## src/rtl/regfld_pkg.sv

```systemverilog
package regfld_pkg;

    typedef enum logic [2:0] {
        MD_RW,
        MD_RO,
        MD_WO,
        MD_W1C,
        MD_W1S,
        MD_RCLR
    } md_e;

    typedef enum logic [1:0] {
        Q_NONE,
        Q_HIGH,
        Q_LOW
    } qual_e;

    localparam int REG_W = 32;
    localparam int BE_W  = REG_W / 8;
    localparam int NF    = 4;

    localparam int          F_LSB   [NF] = '{0, 12, 20, 28};
    localparam int          F_W     [NF] = '{12, 8, 8, 4};
    localparam md_e         F_PRI   [NF] = '{MD_RW, MD_W1C, MD_RCLR, MD_RW};
    localparam md_e         F_ALI   [NF] = '{MD_RO, MD_W1S, MD_RO, MD_W1S};
    localparam bit          F_HWPRI [NF] = '{1'b0, 1'b1, 1'b0, 1'b0};
    localparam bit          F_SP    [NF] = '{1'b0, 1'b0, 1'b0, 1'b1};
    localparam qual_e       F_QUAL  [NF] = '{Q_HIGH, Q_NONE, Q_NONE, Q_LOW};
    localparam bit          F_HASRST[NF] = '{1'b1, 1'b1, 1'b1, 1'b1};
    localparam logic [31:0] F_RST   [NF] = '{32'h0A5, 32'h0, 32'h0, 32'h0};

    function automatic logic md_readable(md_e m);
        return m != MD_WO;
    endfunction

    function automatic logic md_writable(md_e m);
        return (m == MD_RW) || (m == MD_WO) || (m == MD_W1C) || (m == MD_W1S);
    endfunction

endpackage

```

## src/rtl/regfld_dec.sv

```systemverilog
module regfld_dec #(
    parameter int              ADDR_W   = 8,
    parameter logic [ADDR_W-1:0] PRI_ADDR = 8'h10,
    parameter logic [ADDR_W-1:0] ALI_ADDR = 8'h14
) (
    input  logic [ADDR_W-1:0] addr,
    input  logic              wr,
    input  logic              rd,
    output logic              pri_wr,
    output logic              pri_rd,
    output logic              ali_wr,
    output logic              ali_rd,
    output logic              hit
);
    logic pri_sel;
    logic ali_sel;

    always_comb begin
        pri_sel = (addr == PRI_ADDR);
        ali_sel = (addr == ALI_ADDR);
        pri_wr  = pri_sel & wr;
        pri_rd  = pri_sel & rd;
        ali_wr  = ali_sel & wr;
        ali_rd  = ali_sel & rd;
        hit     = pri_sel | ali_sel;
    end
endmodule

```

## src/rtl/regfld_field.sv

```systemverilog
module regfld_field
    import regfld_pkg::*;
#(
    parameter int           W         = 8,
    parameter md_e          PRI_MD    = MD_RW,
    parameter md_e          ALI_MD    = MD_RO,
    parameter bit           HW_PRIO   = 1'b0,
    parameter bit           SP        = 1'b0,
    parameter qual_e        QUAL      = Q_NONE,
    parameter bit           HAS_RST   = 1'b1,
    parameter logic [W-1:0] RST_VAL   = '0,
    parameter bit           ASYNC_RST = 1'b1,
    parameter bit           RST_LOW   = 1'b1
) (
    input  logic         clk,
    input  logic         rst_in,
    input  logic         pri_wr,
    input  logic         pri_rd,
    input  logic         ali_wr,
    input  logic         ali_rd,
    input  logic         sw_gate,
    input  logic [W-1:0] wdata,
    input  logic [W-1:0] wmask,
    input  logic         hw_we,
    input  logic [W-1:0] hw_d,
    output logic [W-1:0] q
);
    logic         rst_act;
    logic         gate_ok;
    logic         sw_pri;
    logic         sw_ali;
    logic         sw_fire;
    logic         rclr;
    md_e          sw_md;
    logic [W-1:0] sw_val;
    logic [W-1:0] nxt;

    assign rst_act = RST_LOW ? ~rst_in : rst_in;

    always_comb begin
        case (QUAL)
            Q_HIGH:  gate_ok = sw_gate;
            Q_LOW:   gate_ok = ~sw_gate;
            default: gate_ok = 1'b1;
        endcase
        sw_pri  = pri_wr & md_writable(PRI_MD) & gate_ok;
        sw_ali  = ali_wr & md_writable(ALI_MD) & gate_ok;
        sw_fire = sw_pri | sw_ali;
        sw_md   = sw_pri ? PRI_MD : ALI_MD;
        rclr    = (pri_rd & (PRI_MD == MD_RCLR)) | (ali_rd & (ALI_MD == MD_RCLR));
        if (sw_md == MD_W1C)      sw_val = q & ~wdata;
        else if (sw_md == MD_W1S) sw_val = q | wdata;
        else                      sw_val = (q & ~wmask) | (wdata & wmask);
    end

    // one priority chain per field; order picked by HW_PRIO
    always_comb begin
        nxt = q;
        if (HW_PRIO && hw_we) nxt = hw_d;
        else if (sw_fire)     nxt = sw_val;
        else if (rclr)        nxt = '0;
        else if (hw_we)       nxt = hw_d;
        else if (SP)          nxt = '0;
    end

    generate
        if (HAS_RST && ASYNC_RST) begin : g_arst
            always_ff @(posedge clk or posedge rst_act) begin
                if (rst_act) q <= RST_VAL;
                else         q <= nxt;
            end
        end else if (HAS_RST) begin : g_srst
            always_ff @(posedge clk) begin
                if (rst_act) q <= RST_VAL;
                else         q <= nxt;
            end
        end else begin : g_nrst
            always_ff @(posedge clk) q <= nxt;
        end
    endgenerate

    p_w1c_clears_r5: assert property (@(posedge clk) disable iff (rst_act)
        (sw_fire && sw_md == MD_W1C && !(HW_PRIO && hw_we)) |=> ((q & $past(wdata)) == '0));

    p_w1s_sets_r5: assert property (@(posedge clk) disable iff (rst_act)
        (sw_fire && sw_md == MD_W1S && !(HW_PRIO && hw_we)) |=> ((q & $past(wdata)) == $past(wdata)));

    p_hw_wins_r7: assert property (@(posedge clk) disable iff (rst_act)
        (HW_PRIO && hw_we) |=> (q == $past(hw_d)));

    p_read_clear_r6: assert property (@(posedge clk) disable iff (rst_act)
        (rclr && !sw_fire && !(HW_PRIO && hw_we)) |=> (q == '0));

    p_pulse_decay_r8: assert property (@(posedge clk) disable iff (rst_act)
        (SP && !sw_fire && !hw_we) |=> (q == '0));

    p_hold_r11: assert property (@(posedge clk) disable iff (rst_act)
        (!SP && !sw_fire && !rclr && !hw_we) |=> $stable(q));
endmodule

```

## src/rtl/regfld_top.sv

```systemverilog
module regfld_top
    import regfld_pkg::*;
#(
    parameter int                ADDR_W    = 8,
    parameter logic [ADDR_W-1:0] PRI_ADDR  = 8'h10,
    parameter logic [ADDR_W-1:0] ALI_ADDR  = 8'h14,
    parameter bit                ASYNC_RST = 1'b1,
    parameter bit                RST_LOW   = 1'b1
) (
    input  logic              clk,
    input  logic              rst_in,
    input  logic [ADDR_W-1:0] bus_addr,
    input  logic              bus_wr,
    input  logic              bus_rd,
    input  logic [REG_W-1:0]  bus_wdata,
    input  logic [BE_W-1:0]   bus_be,
    output logic [REG_W-1:0]  bus_rdata,
    input  logic              sw_gate,
    input  logic [NF-1:0]     hw_we,
    input  logic [REG_W-1:0]  hw_d,
    output logic [REG_W-1:0]  fld_q
);
    logic             pri_wr;
    logic             pri_rd;
    logic             ali_wr;
    logic             ali_rd;
    logic             hit;
    logic             rst_act;
    logic [REG_W-1:0] lane_mask;
    logic [REG_W-1:0] rd_pri;
    logic [REG_W-1:0] rd_ali;

    assign rst_act = RST_LOW ? ~rst_in : rst_in;

    regfld_dec #(
        .ADDR_W   (ADDR_W),
        .PRI_ADDR (PRI_ADDR),
        .ALI_ADDR (ALI_ADDR)
    ) u_dec (
        .addr   (bus_addr),
        .wr     (bus_wr),
        .rd     (bus_rd),
        .pri_wr (pri_wr),
        .pri_rd (pri_rd),
        .ali_wr (ali_wr),
        .ali_rd (ali_rd),
        .hit    (hit)
    );

    for (genvar b = 0; b < REG_W; b++) begin : g_lane
        assign lane_mask[b] = bus_be[b / 8];
    end

    for (genvar i = 0; i < NF; i++) begin : g_fld
        localparam int LSB = F_LSB[i];
        localparam int W   = F_W[i];
        logic [W-1:0] q_i;

        regfld_field #(
            .W         (W),
            .PRI_MD    (F_PRI[i]),
            .ALI_MD    (F_ALI[i]),
            .HW_PRIO   (F_HWPRI[i]),
            .SP        (F_SP[i]),
            .QUAL      (F_QUAL[i]),
            .HAS_RST   (F_HASRST[i]),
            .RST_VAL   (F_RST[i][W-1:0]),
            .ASYNC_RST (ASYNC_RST),
            .RST_LOW   (RST_LOW)
        ) u_fld (
            .clk     (clk),
            .rst_in  (rst_in),
            .pri_wr  (pri_wr),
            .pri_rd  (pri_rd),
            .ali_wr  (ali_wr),
            .ali_rd  (ali_rd),
            .sw_gate (sw_gate),
            .wdata   (bus_wdata[LSB +: W]),
            .wmask   (lane_mask[LSB +: W]),
            .hw_we   (hw_we[i]),
            .hw_d    (hw_d[LSB +: W]),
            .q       (q_i)
        );

        assign fld_q[LSB +: W]  = q_i;
        assign rd_pri[LSB +: W] = md_readable(F_PRI[i]) ? q_i : '0;
        assign rd_ali[LSB +: W] = md_readable(F_ALI[i]) ? q_i : '0;
    end

    always_comb begin
        if (pri_rd)      bus_rdata = rd_pri;
        else if (ali_rd) bus_rdata = rd_ali;
        else             bus_rdata = '0;
    end

    p_idle_zero_r2: assert property (@(posedge clk) disable iff (rst_act)
        !bus_rd |-> (bus_rdata == '0));

    p_unmapped_zero_r1: assert property (@(posedge clk) disable iff (rst_act)
        (bus_rd && !hit) |-> (bus_rdata == '0));
endmodule

```

## config.mk

```make
export PLATFORM = sky130hd
export DESIGN_NAME = regfld_top
export DESIGN_NICKNAME = d
export VERILOG_FILES = /design/src/rtl/regfld_pkg.sv /design/src/rtl/regfld_dec.sv /design/src/rtl/regfld_field.sv /design/src/rtl/regfld_top.sv
export SDC_FILE = /design/constraint.sdc
export NUM_CORES = 1
export LEC_CHECK = 0
export ABC_CLOCK_PERIOD_IN_PS = 1700
export BUFFER_PORTS_ARGS = -buffer_cell sky130_fd_sc_hd__buf_2
export CORE_ASPECT_RATIO = 0.6
export CORE_MARGIN = 1
export CORE_UTILIZATION = 28
export DETAILED_ROUTE_END_ITERATION = 6
export PLACE_DENSITY = 0.59
export SLEW_MARGIN = 25
export SYNTH_ARGS = -nofsm -noshare
export SYNTH_HDL_FRONTEND = slang
export SYNTH_SLANG_ARGS = --single-unit
```

## constraint.sdc

```tcl
create_clock -name clk -period 1.7 [get_ports clk]
set_input_delay 0.34 -clock clk [delete_from_list [all_inputs] [get_ports clk]]
set_output_delay 0.34 -clock clk [all_outputs]
set_load 0.02 [all_outputs]
```

==> results.sh <==
export IMPL_ant_nets=0
export IMPL_cts_tree="yes"
export IMPL_die_area_mm2=0.00703
export IMPL_layout_common_cells="buf_2, buf_6, and2_2, dfrtp_1, buf_4"
export IMPL_end_kind="primary output"
export IMPL_dp_slack_ns=-0.123
export IMPL_synth_seq_cells=32
export IMPL_timing_fmax_mhz=582
export IMPL_holdCritPathClass="in2async"
export IMPL_p_comb_frac=0.215
export IMPL_holdWs_ns=0.0560
export IMPL_cp_arrival_ns=1.38
export IMPL_post_route_util=0.497
export IMPL_drt_iter0_drc=72
export IMPL_dp_hpwl_um=4450
export IMPL_finalWorstPathRequiredPeriod_ns=1.72
export IMPL_post_dp_cell_area_mm2=0.00276
export IMPL_synth_fp_nets=271
export IMPL_gp_congestion=0.711
export IMPL_cellInternalPower_mw=1.47
export IMPL_synth_top_area_cell="dfrtp_1"
export IMPL_synth_cell_type_count=26
export IMPL_stdcell_count=421
export IMPL_layout_commonest_cell="buf_2"
export IMPL_die_x_um=108
export IMPL_grt_overflow_total=0
export IMPL_p_leak_nw=1.55
export IMPL_final_area_mm2=0.00312
export IMPL_seqPwrFrac=0.434
export IMPL_cts_sinks=32
export IMPL_wl_per_cell_um=14.0
export IMPL_relSlewSlack=0.603
export IMPL_fp_coreArea_mm2=0.00628
export IMPL_clk_latency_ns=0.27
export IMPL_antenna_found_initial=1
export IMPL_cap_violations=0
export IMPL_drv_slew=0
export IMPL_root_buffer="clkbuf_8"
export IMPL_clk_pin_slew_ns=0.07
export IMPL_rsz0062_at_grt="true"
export IMPL_cts_buffers_inserted=5
export IMPL_finalCritPeriodShare=1.01
export IMPL_rrSetupSlack_ns=0.70
export IMPL_io_buffers=139
export IMPL_p_total_mw=2.04
export IMPL_clock_path_buffers=2
export IMPL_grt_use_total=0.169
export IMPL_drc_errors=0
export IMPL_worstSetupEndpoint="bus_rdata[22]"
export IMPL_fin_tns_setup_ns=-0.150
export IMPL_rows=22
export IMPL_worstSetupStartpointType="primary input"
export IMPL_finClkSkew_ns=0
export IMPL_n_antenna_cell=0
export IMPL_cpPeakStageDelay_ns=0.27
export IMPL_via_per_inst=4.61
export IMPL_yosysSeqAreaShare=0.430
export IMPL_dr_pass1_iters=4
export IMPL_dp_cells=412
export IMPL_synth_edf_count=0
export IMPL_h_tree_depth=2
export IMPL_synthTopCellsByArea="dfrtp_1, and2_1, mux2i_1, dfstp_2, o221a_1"
export IMPL_critPathKind="in2out"
export IMPL_ys_warn_count=0
export IMPL_startpoint="bus_addr[7]"
export IMPL_finalSetupViolCount=24
export IMPL_clkPwrFrac=0.351
export IMPL_violations="setup timing"
export IMPL_r2r_cells=3
export IMPL_grt_max_degree=24
export IMPL_layout_drive_gt1_share=0.650
export IMPL_tightest_slew_ns=0.596
export IMPL_initial_core_util=0.298
export IMPL_syn_area_per_cell_um2=10.1
export IMPL_synth_ff_type="dfrtp_1"
export IMPL_async_flop_share=1.00
export IMPL_fillers=605
export IMPL_yosys_area_top_type_share=0.374
export IMPL_syn_area_mm2=0.00187
export IMPL_status="complete, but fails checks"
export IMPL_fp_dieH_um=65.4
export IMPL_powerDensity_mw_per_mm2=655
export IMPL_grt_pass1_vias=1855
export IMPL_num_vias=1942
export IMPL_swShare=0.279
export IMPL_syn_inst=186
export IMPL_critPathMaxFanout=19
export IMPL_crit_slowest_cell="nor4b_4"
export IMPL_finalHoldViolations=0
export IMPL_power_switching_uw=571
export IMPL_grt_pass1_wl_um=8950
export IMPL_postCtsHoldBufs=0
export IMPL_area_growth_synth_to_final_pct=66.5
export IMPL_setup_slack_ns=-0.0169
export IMPL_peakVddDrop_uv=302
export IMPL_cp_required_ns=1.36
export IMPL_crit_path_frequent_cell="buf_6"
export IMPL_nNetsFinal=421
export IMPL_io_pins=149
export IMPL_cp_cell_sequence="buf_6 > nor4b_4 > and3_4 > buf_12 > and2_2 > buf_6"
export IMPL_routed_wl_um=5900
[power by group through the flow]
stage	Clock (mW)	Combinational, mW	Sequential [mW]
3_3_place_gp	0	0.431	0.899
3_5_place_dp	0	0.437	0.900
4_1_cts	0.742	0.440	0.887
5_1_grt	0.782	0.478	0.896
2_1_floorplan	0	0.130	0.978
6_report	0.717	0.440	0.886
[logic make-up (layout without fill, tap and decap cells)]
kind of cell    after synthesis  after routing  synth area share
compound gates               32             32             0.134
mux                          18             18             0.104
buf+inv                      12            163            0.0321
flops                        32             32             0.430
simple gates                 92             92             0.300
[cell type report]
type                    count  area (um^2)  share of cell area
flip-flops and latches     32          806               0.258
clock inverters             2         35.0              0.0112
clock buffers               6         72.6              0.0233
multi-input cells         142         1050               0.337
well taps                  84          105              0.0337
repair buffers            155         1050               0.336
[metal layers]
layer  part of all wire  global-route usage  wire length (um)  vias up
met5             0.0022                   0                13        -
met4             0.0054              0.0411                32        2
met3              0.086              0.0595               508        6
met2               0.45               0.280              2650       86
met1               0.46               0.209              2690      887
li1                   -                   -                 -      961
[worst max-delay path, delay by kind of cell]
kind / cells / cell delay, ns
buf+inv: 3 / 0.34
simple gates: 3 / 0.68
[Yosys cell counts, types with 2 or more instances]
cell and instances:
and2_1 33, dfrtp_1 28, nand2_1 13, mux2i_1 12, nor2b_1 11, a21oi_1 8, a31oi_1 8, nand3_1 8
nor2_1 8, o221a_1 8, or2_2 8, clkbuf_1 5, dfstp_2 4, mux2_2 4, nand3b_1 4, o221a_2 4
o22ai_1 4, buf_2 3, buf_4 3, and3_1 2, mux2_4 2, nor4b_4 2
[worst min-delay path by stage]
stage                start         to  slack, ns  depth (start not counted)
finish              rst_in  async pin       0.06                          1
global route        rst_in  async pin       0.07                          1
CTS                 rst_in  async pin       0.05                          1
detailed placement  rst_in  async pin       0.36                          1
global placement    rst_in  async pin       0.36                          1
floorplan           rst_in  async pin       0.04                          0
[timing repair]
action | 4_1_cts | 5_1_grt
gates resized for setup | 67 | 6
setup buffers | 1 | 0
pin swaps | 1 | 2
setup endpoints to repair | 32 | 32
(Power assumes the default switching activity.)
